`src/rtl/vic_pkg.sv`:
```
// Shared constants for the vectored interrupt controller.
// Assumes byte addressing of 32-bit words and 16-byte group strides.
package vic_pkg;
    // Scalar register word slots inside group 0 (address bits [3:2])
    localparam int unsigned SLOT_VEC  = 0;
    localparam int unsigned SLOT_BASE = 1;
    localparam int unsigned SLOT_PROT = 2;
    localparam int unsigned SLOT_NMI  = 3;

    // Group numbers taken from address bits above bit 3
    typedef enum logic [2:0] {
        GRP_SCALAR = 3'd0,
        GRP_PEND   = 3'd1,
        GRP_FPEND  = 3'd2,
        GRP_SEL    = 3'd3,
        GRP_ENA    = 3'd4,
        GRP_MASK   = 3'd5,
        GRP_NONE   = 3'd7
    } grp_e;
endpackage

```
`src/rtl/vic_bank.sv`:
```
// One bank of per-source state: sampled pending levels, clear-only fast
// pending, select, enable and mask. Assumes the write strobes are decoded
// and one-hot per cycle by the parent.
module vic_bank #(
    parameter int unsigned BANK_W = 32
) (
    input  logic              clk,
    input  logic              rst_n,
    input  logic [BANK_W-1:0] src_lvl,
    input  logic              wr_fpend,
    input  logic              wr_sel,
    input  logic              wr_ena,
    input  logic              wr_mask,
    input  logic [BANK_W-1:0] wdata,
    output logic [BANK_W-1:0] pend,
    output logic [BANK_W-1:0] fpend,
    output logic [BANK_W-1:0] sel,
    output logic [BANK_W-1:0] ena,
    output logic [BANK_W-1:0] mask,
    output logic [BANK_W-1:0] active,
    output logic [BANK_W-1:0] fast
);
    // Capture source levels and apply software writes to this bank
    always_ff @(posedge clk) begin
        if (!rst_n) begin
            pend  <= '0;
            fpend <= '0;
            sel   <= '0;
            ena   <= '0;
            mask  <= '0;
        end else begin
            pend <= src_lvl;
            if (wr_fpend) fpend <= fpend & ~wdata;
            if (wr_sel)   sel   <= wdata;
            if (wr_ena)   ena   <= wdata;
            if (wr_mask)  mask  <= wdata;
        end
    end

    // Unmasked pending sources, and those steered to the fast line
    always_comb begin
        active = pend & ~mask;
        fast   = active & sel;
    end
endmodule

```
`src/rtl/vic_prio.sv`:
```
// Reduces the active source vector to the two request lines and a
// lowest-index vector. Assumes index 0 is the most urgent source.
module vic_prio #(
    parameter int unsigned SRC_N = 96,
    localparam int unsigned IDX_W = $clog2(SRC_N),
    localparam int unsigned VEC_W = IDX_W + 2
) (
    input  logic             clk,
    input  logic             rst_n,
    input  logic [SRC_N-1:0] active,
    input  logic [SRC_N-1:0] fast,
    output logic             irq_q,
    output logic             fiq_q,
    output logic [VEC_W-1:0] vec_q
);
    logic [IDX_W-1:0] low_idx;

    // Lowest set index: scan downward so the smallest index wins
    always_comb begin
        low_idx = '0;
        for (int i = SRC_N - 1; i >= 0; i--) begin
            if (active[i]) low_idx = IDX_W'(i);
        end
    end

    // Register the request lines and the byte-scaled vector
    always_ff @(posedge clk) begin
        if (!rst_n) begin
            irq_q <= 1'b0;
            fiq_q <= 1'b0;
            vec_q <= '0;
        end else begin
            irq_q <= |active;
            fiq_q <= |fast;
            vec_q <= {low_idx, 2'b00};
        end
    end
endmodule

```
`src/rtl/vic_core.sv`:
```
// Top of the vectored interrupt controller: address decode, scalar
// registers, read multiplexer and per-bank state. Assumes BANKS <= 4 so
// a bank fits in address bits [3:2] of each 16-byte group.
module vic_core #(
    parameter int unsigned BANKS  = 3,
    parameter int unsigned BANK_W = 32,
    parameter int unsigned ADDR_W = 10,
    localparam int unsigned SRC_N = BANKS * BANK_W,
    localparam int unsigned IDX_W = $clog2(SRC_N),
    localparam int unsigned VEC_W = IDX_W + 2,
    localparam int unsigned GF_W  = ADDR_W - 4
) (
    input  logic              clk,
    input  logic              rst_n,
    input  logic [SRC_N-1:0]  src_i,
    input  logic              reg_wr,
    input  logic [ADDR_W-1:0] reg_addr,
    input  logic [BANK_W-1:0] reg_wdata,
    output logic [BANK_W-1:0] reg_rdata,
    output logic              irq_o,
    output logic              fiq_o
);
    import vic_pkg::*;

    grp_e              grp;
    logic [1:0]        slot;
    logic              bank_ok;
    logic [BANK_W-1:0] base_q, prot_q, nmi_q;
    logic [VEC_W-1:0]  vec_q;

    logic [BANK_W-1:0] pend_b  [BANKS];
    logic [BANK_W-1:0] fpend_b [BANKS];
    logic [BANK_W-1:0] sel_b   [BANKS];
    logic [BANK_W-1:0] ena_b   [BANKS];
    logic [BANK_W-1:0] mask_b  [BANKS];
    logic [SRC_N-1:0]  pend_all, fpend_all, sel_all, mask_all;
    logic [SRC_N-1:0]  active_all, fast_all;

    // Address decode: group from the upper bits, word slot from [3:2]
    always_comb begin
        slot    = reg_addr[3:2];
        bank_ok = (32'(slot) < BANKS);
        grp     = GRP_NONE;
        if (reg_addr[1:0] == 2'b00) begin
            unique case (reg_addr[ADDR_W-1:4])
                GF_W'(0): grp = GRP_SCALAR;
                GF_W'(1): grp = bank_ok ? GRP_PEND  : GRP_NONE;
                GF_W'(2): grp = bank_ok ? GRP_FPEND : GRP_NONE;
                GF_W'(3): grp = bank_ok ? GRP_SEL   : GRP_NONE;
                GF_W'(4): grp = bank_ok ? GRP_ENA   : GRP_NONE;
                GF_W'(5): grp = bank_ok ? GRP_MASK  : GRP_NONE;
                default:  grp = GRP_NONE;
            endcase
        end
    end

    // Scalar registers: base address (word aligned), protect, NMI control
    always_ff @(posedge clk) begin
        if (!rst_n) begin
            base_q <= '0;
            prot_q <= '0;
            nmi_q  <= '0;
        end else if (reg_wr && grp == GRP_SCALAR) begin
            case (32'(slot))
                SLOT_BASE: base_q <= {reg_wdata[BANK_W-1:2], 2'b00};
                SLOT_PROT: prot_q <= reg_wdata;
                SLOT_NMI:  nmi_q  <= reg_wdata;
                default:   ;
            endcase
        end
    end

    // One state bank per group of BANK_W sources
    for (genvar b = 0; b < BANKS; b++) begin : g_bank
        logic hit;
        assign hit = reg_wr && (32'(slot) == b);

        vic_bank #(.BANK_W(BANK_W)) u_bank (
            .clk      (clk),
            .rst_n    (rst_n),
            .src_lvl  (src_i[b*BANK_W +: BANK_W]),
            .wr_fpend (hit && grp == GRP_FPEND),
            .wr_sel   (hit && grp == GRP_SEL),
            .wr_ena   (hit && grp == GRP_ENA),
            .wr_mask  (hit && grp == GRP_MASK),
            .wdata    (reg_wdata),
            .pend     (pend_b[b]),
            .fpend    (fpend_b[b]),
            .sel      (sel_b[b]),
            .ena      (ena_b[b]),
            .mask     (mask_b[b]),
            .active   (active_all[b*BANK_W +: BANK_W]),
            .fast     (fast_all[b*BANK_W +: BANK_W])
        );

        assign pend_all [b*BANK_W +: BANK_W] = pend_b[b];
        assign fpend_all[b*BANK_W +: BANK_W] = fpend_b[b];
        assign sel_all  [b*BANK_W +: BANK_W] = sel_b[b];
        assign mask_all [b*BANK_W +: BANK_W] = mask_b[b];
    end

    vic_prio #(.SRC_N(SRC_N)) u_prio (
        .clk    (clk),
        .rst_n  (rst_n),
        .active (active_all),
        .fast   (fast_all),
        .irq_q  (irq_o),
        .fiq_q  (fiq_o),
        .vec_q  (vec_q)
    );

    // Read multiplexer; unmapped or misaligned offsets read zero
    always_comb begin
        reg_rdata = '0;
        if (grp == GRP_SCALAR) begin
            case (32'(slot))
                SLOT_VEC:  reg_rdata = BANK_W'(vec_q);
                SLOT_BASE: reg_rdata = base_q;
                SLOT_PROT: reg_rdata = prot_q;
                default:   reg_rdata = nmi_q;
            endcase
        end else begin
            for (int b = 0; b < BANKS; b++) begin
                if (32'(slot) == b) begin
                    case (grp)
                        GRP_PEND:  reg_rdata = pend_b[b];
                        GRP_FPEND: reg_rdata = fpend_b[b];
                        GRP_SEL:   reg_rdata = sel_b[b];
                        GRP_ENA:   reg_rdata = ena_b[b];
                        GRP_MASK:  reg_rdata = mask_b[b];
                        default:   ;
                    endcase
                end
            end
        end
    end
endmodule

```
`config.mk`:
```
export PLATFORM = sky130hd
export DESIGN_NAME = vic_core
export DESIGN_NICKNAME = d
export VERILOG_FILES = /design/src/rtl/vic_pkg.sv /design/src/rtl/vic_bank.sv /design/src/rtl/vic_prio.sv /design/src/rtl/vic_core.sv
export SDC_FILE = /design/constraint.sdc
export NUM_CORES = 1
export LEC_CHECK = 0
export ABC_CLOCK_PERIOD_IN_PS = 3450
export BUFFER_PORTS_ARGS = -buffer_cell sky130_fd_sc_hd__buf_2
export CORE_UTILIZATION = 55
export CTS_CLUSTER_SIZE = 20
export DETAILED_ROUTE_END_ITERATION = 7
export PLACE_DENSITY_LB_ADDON = 0.1
export SYNTH_ARGS = -nofsm -noshare
export SYNTH_HDL_FRONTEND = slang
export SYNTH_SLANG_ARGS = --single-unit
```
`constraint.sdc`:
```
create_clock -name clk -period 3.45 [get_ports clk]
set_input_delay 0.5175 -clock clk [delete_from_list [all_inputs] [get_ports clk]]
set_output_delay 0.5175 -clock clk [all_outputs]
set_load 0.02 [all_outputs]
```
==> run summary <==
TritonCTS built the clock tree. The relative slew slack is 29.34%. The critical-path cell with the highest stage delay was sky130_fd_sc_hd__or4_4.

The number of max-cap violations came out at 0. The run gives 0 as the number of hold violations in the final report. The most used flip-flop cell after synthesis is sky130_fd_sc_hd__dfxtp_1. The final count of pins violating max slew was 0; the detailed-route wire length per cell was 28.73 um.

For the slack of the critical path, the log shows -0.05534 ns. The average instance area after synthesis is 7.865 um2, and the maximum level of the CTS H-tree is 2. The worst setup skew after layout is 0.01905 ns. Of the cells placed in the final design, the portion with a size suffix greater than 1 is 15.78%. The global-route wire length before repair is 166200 um. In this run the power density over the cells is 500.4 mW/mm2. The routed design has 116600 um of wire.

Setup violations remaining at the end of the flow were counted as 2. From bottom edge to top edge, the die measures 218.6 um. OpenSTA, run right after detailed placement, puts the worst setup slack at -0.1264 ns. The critical path goes through buf_2, or4_4, or3_1, buf_4, o21ai_0, nand3_1, o22ai_1, buf_4, buf_2.

Static timing analysis puts the maximum clock frequency at 285.3 MHz. Number of buffers created by CTS: 59. The startpoint identified for the worst register-to-register timing path is g_bank[1].u_bank.pend[8]$_SDFF_PN0_.

The worst hold slack after final layout came out at 0.07172 ns. When the netlist entered floorplanning its net count stood at 3421. The clock network burns 46.8% of the power. Clock tree synthesis found a total of 583 sinks. The relative area change from synthesis to final layout works out to 17.03%. The root buffer selected by CTS was sky130_fd_sc_hd__clkbuf_16. The detailed-route vias per instance is 6.753, and the gate count after technology mapping is 3280.

The time the final worst path needs with I/O delays and setup works out to 3.505 ns. Arrival time at the worst endpoint: 2.99 ns. The number of global-route vias before repair was 24872.

The critical path starts at reg_addr[1]. Counting flops with an async set or reset pin after synthesis yields a share of 0%. Synthesis inferred 583 register bits. The maximum buffer depth of the clock tree is 3. The die is 218.6 um wide. Summed over all nets, the half-perimeter wirelength after detailed placement is 83010 um. Class of the worst hold path: in -> reg. Initial antenna violation count: 7. Yosys printed 0 warnings. The longest individual stage delay on the worst path came out at 0.62 ns.

The tools report the clock insertion delay at the later pin of the skew report as 0.65 ns. Total I/O pin count: 175. The maximum resistive drop on vdd is 0.6073 mV.

The die footprint was 0.04777 mm2; the clock input transition at the sequential cells of the worst setup and hold paths was 0.06 ns. Once detail routing completed, the nets flagged for antenna violations numbered 0. The largest fanout of any net on the critical path is 9, and the count of flip-flops with a built-in enable after synthesis is 0.

After global routing the overflow that remains totals 0. The run finished, with violations left. The switching power share of the total is 24.79%.

The switching power was 3746 uW. The number of violations reported at the end of detailed-routing iteration 0 is 4941, and the portion of total power attributed to combinational logic is 7.6%. The worst setup path is captured at a primary output. Dividing the final minimum period by the clock period gives 101.6%. The startpoint identified for the worst hold timing path is src_i[24]. The total via count after detailed routing is 27416, and the number of fill cells in the layout is 3900. The total number of placement rows is 78. The checks that failed: DRC, setup timing. The synthesized netlist occupies a cell area of 0.02580 mm2. After synthesis, the netlist uses 67 different library cells. After detailed routing, the number of remaining DRC violations is 8. In this run the tool buffered the top-level ports with 174 buffer cells. Critical path launch point type: a primary input. The data required time of the critical path is 2.93 ns.

For the internal power, the log shows 11360 uW. Once the floorplan was initialized, standard cells occupied 56.36% of the core. The critical path is of the in -> out type.

The global router's overall resource usage is 47.55%, and the share of total power in sequential cells is 45.5%. The region available for standard cell placement spans 0.04577 mm2. The placer congestion estimate was 1.100. At the pin with the least slew margin, the transition time is 1.049 ns. The share of the Yosys chip area taken by registers is 45.24%.

Summed over all cells, the static leakage comes to 0.01082 uW. The tools report the minimum setup slack among reg-to-reg paths as 0.44 ns. The length of the first detailed-routing pass in iterations was 8. Entering global routing, the biggest net connects 133 pins.

After the last flow step, the layout net total stands at 3552.
cells in the final DEF, fill, tap and decap left out, types with 36 or more instances in the layout:
cell type	count
sky130_fd_sc_hd__nand2_1	917
sky130_fd_sc_hd__dfxtp_1	583
sky130_fd_sc_hd__a21oi_1	566
sky130_fd_sc_hd__buf_2	172
sky130_fd_sc_hd__buf_4	133
sky130_fd_sc_hd__o21ai_0	108
sky130_fd_sc_hd__and2_1	100
sky130_fd_sc_hd__nor2b_1	95
sky130_fd_sc_hd__mux2_2	66
sky130_fd_sc_hd__clkbuf_16	61
sky130_fd_sc_hd__a22oi_1	56
sky130_fd_sc_hd__nor2_1	53
sky130_fd_sc_hd__a221oi_1	50
sky130_fd_sc_hd__mux2i_1	47
sky130_fd_sc_hd__nand3_1	42
sky130_fd_sc_hd__nand2b_1	36
logic make-up (layout without fill, tap and decap cells):
group | Yosys count | in the layout | share of synthesized area [%]
multiplexers | 120 | 120 | 5.316
buffers and inverters | 282 | 461 | 4.302
AO/OA/AOI/OAI | 957 | 957 | 22.37
flip-flops | 583 | 583 | 45.24
AND/OR/NAND/NOR | 1338 | 1338 | 22.76
other | 0 | 1 | 0
cells in the mapped netlist, types with 4 or more instances:
| cell type | number | area [um2] |
|---|---|---|
| sky130_fd_sc_hd__nor3_1 | 25 | 125.1 |
| sky130_fd_sc_hd__nand3_1 | 42 | 210.2 |
| sky130_fd_sc_hd__a211o_1 | 5 | 43.79 |
| sky130_fd_sc_hd__mux2_2 | 66 | 743.2 |
| sky130_fd_sc_hd__o21ai_0 | 110 | 550.5 |
| sky130_fd_sc_hd__a32o_1 | 20 | 200.2 |
| sky130_fd_sc_hd__a22o_1 | 12 | 105.1 |
| sky130_fd_sc_hd__mux2i_1 | 47 | 470.5 |
| sky130_fd_sc_hd__and2_1 | 100 | 625.6 |
| sky130_fd_sc_hd__mux4_2 | 7 | 157.7 |
| sky130_fd_sc_hd__a221oi_1 | 50 | 437.9 |
| sky130_fd_sc_hd__nand4_1 | 5 | 31.28 |
| sky130_fd_sc_hd__a222oi_1 | 30 | 300.3 |
| sky130_fd_sc_hd__a211oi_1 | 4 | 30.03 |
| sky130_fd_sc_hd__nor2_1 | 66 | 247.7 |
| sky130_fd_sc_hd__clkbuf_1 | 221 | 829.6 |
| sky130_fd_sc_hd__o32ai_1 | 6 | 52.55 |
| sky130_fd_sc_hd__o2111ai_1 | 8 | 70.07 |
| sky130_fd_sc_hd__inv_1 | 15 | 56.30 |
| sky130_fd_sc_hd__dfxtp_1 | 583 | 11670 |
| sky130_fd_sc_hd__a31oi_1 | 6 | 37.54 |
| sky130_fd_sc_hd__buf_2 | 35 | 175.2 |
| sky130_fd_sc_hd__nand2b_1 | 36 | 225.2 |
| sky130_fd_sc_hd__nand2_1 | 917 | 3442 |
| sky130_fd_sc_hd__nor2b_1 | 97 | 606.8 |
| sky130_fd_sc_hd__a21oi_1 | 566 | 2833 |
| sky130_fd_sc_hd__nor4_1 | 19 | 118.9 |
| sky130_fd_sc_hd__o22ai_1 | 23 | 143.9 |
| sky130_fd_sc_hd__a32oi_1 | 6 | 52.55 |
| sky130_fd_sc_hd__o211ai_1 | 6 | 45.04 |
| sky130_fd_sc_hd__a221o_1 | 20 | 200.2 |
| sky130_fd_sc_hd__and3_1 | 6 | 37.54 |
| sky130_fd_sc_hd__buf_1 | 9 | 33.78 |
| sky130_fd_sc_hd__a22oi_1 | 56 | 420.4 |
| sky130_fd_sc_hd__or2_2 | 7 | 43.79 |
| sky130_fd_sc_hd__a2111oi_0 | 9 | 78.83 |
cell type report:
type	instances	area (um2)	share of cell area [%]
repair buffers	336	2432	8.057
diodes	1	2.502	0.008289
clock buffers	81	1680	5.566
flip-flops and latches	583	11670	38.66
well taps	600	750.7	2.487
multi-input cells	2415	13130	43.49
inverters	16	67.56	0.2238
clock inverters	28	454.2	1.504
worst max-delay path, delay by kind of cell:
kind / cells / cell delay, ns
buf+inv: 4 / 0.64
simple gates: 3 / 1.10
compound gates: 2 / 0.72
power groups by stage:
stage	Sequential, uW	Combinational [uW]	Clock (uW)
after detailed placement	7020	1070	0
after CTS	6870	1080	7050
after global placement	7020	1070	0
final	6880	1150	7070
after floorplan	6970	546	0
after global routing	6870	1160	7340
path summary, 6_finish.rpt:
kind,to,depth (start not counted)
max reg2reg,u_prio.vec_q[3]$_SDFF_PP0_,7
max,reg_rdata[11],9
min reg2reg,g_bank[0].u_bank.fpend[31]$_SDFFE_PN0P_,2
min,g_bank[0].u_bank.pend[24]$_SDFF_PN0_,2
routing by layer:
metal	GRT usage [%]	part of all wire, %	vias to the layer above
met5	0	0.027	-
met4	29.07	7.1	4
met3	15.11	15	439
met2	66.80	40	2355
met1	62.98	37	12971
li1	-	-	11647
per-stage QoR:
step / util, % / cell area [um2] / std cells / TNS, ns / power [uW]
after global routing: 65.96 / 30190 / 4060 / -0.01166 / 15370
after global placement: 61.07 / 27950 / 3945 / -0.01059 / 8089
final: 65.96 / 30190 / 4060 / -0.06640 / 15110
after floorplan: - / 25800 / 3280 / 0 / 7516
after detailed placement: 61.07 / 27950 / 3945 / -0.3520 / 8094
after CTS: 65.75 / 30100 / 4054 / 0 / 15000
flip-flops by register name (all words and copies together), names as in the netlist:
| name | count |
|---|---|
| base_q | 30 |
| g_bank.u_bank.ena | 96 |
| g_bank.u_bank.fpend | 96 |
| g_bank.u_bank.mask | 96 |
| g_bank.u_bank.pend | 96 |
| g_bank.u_bank.sel | 96 |
| nmi_q | 32 |
| prot_q | 32 |
| u_prio.fiq_q | 1 |
| u_prio.irq_q | 1 |
| u_prio.vec_q | 7 |
timing repair:
action | CTS | global route
setup endpoints to repair | 5 | 10
gates cloned | 0 | 1
buffers inserted | 0 | 4
pin swaps | 0 | 2
resized for setup | 4 | 14
hold buffers | 0 | 0
Power figures use the tool's default switching activity.
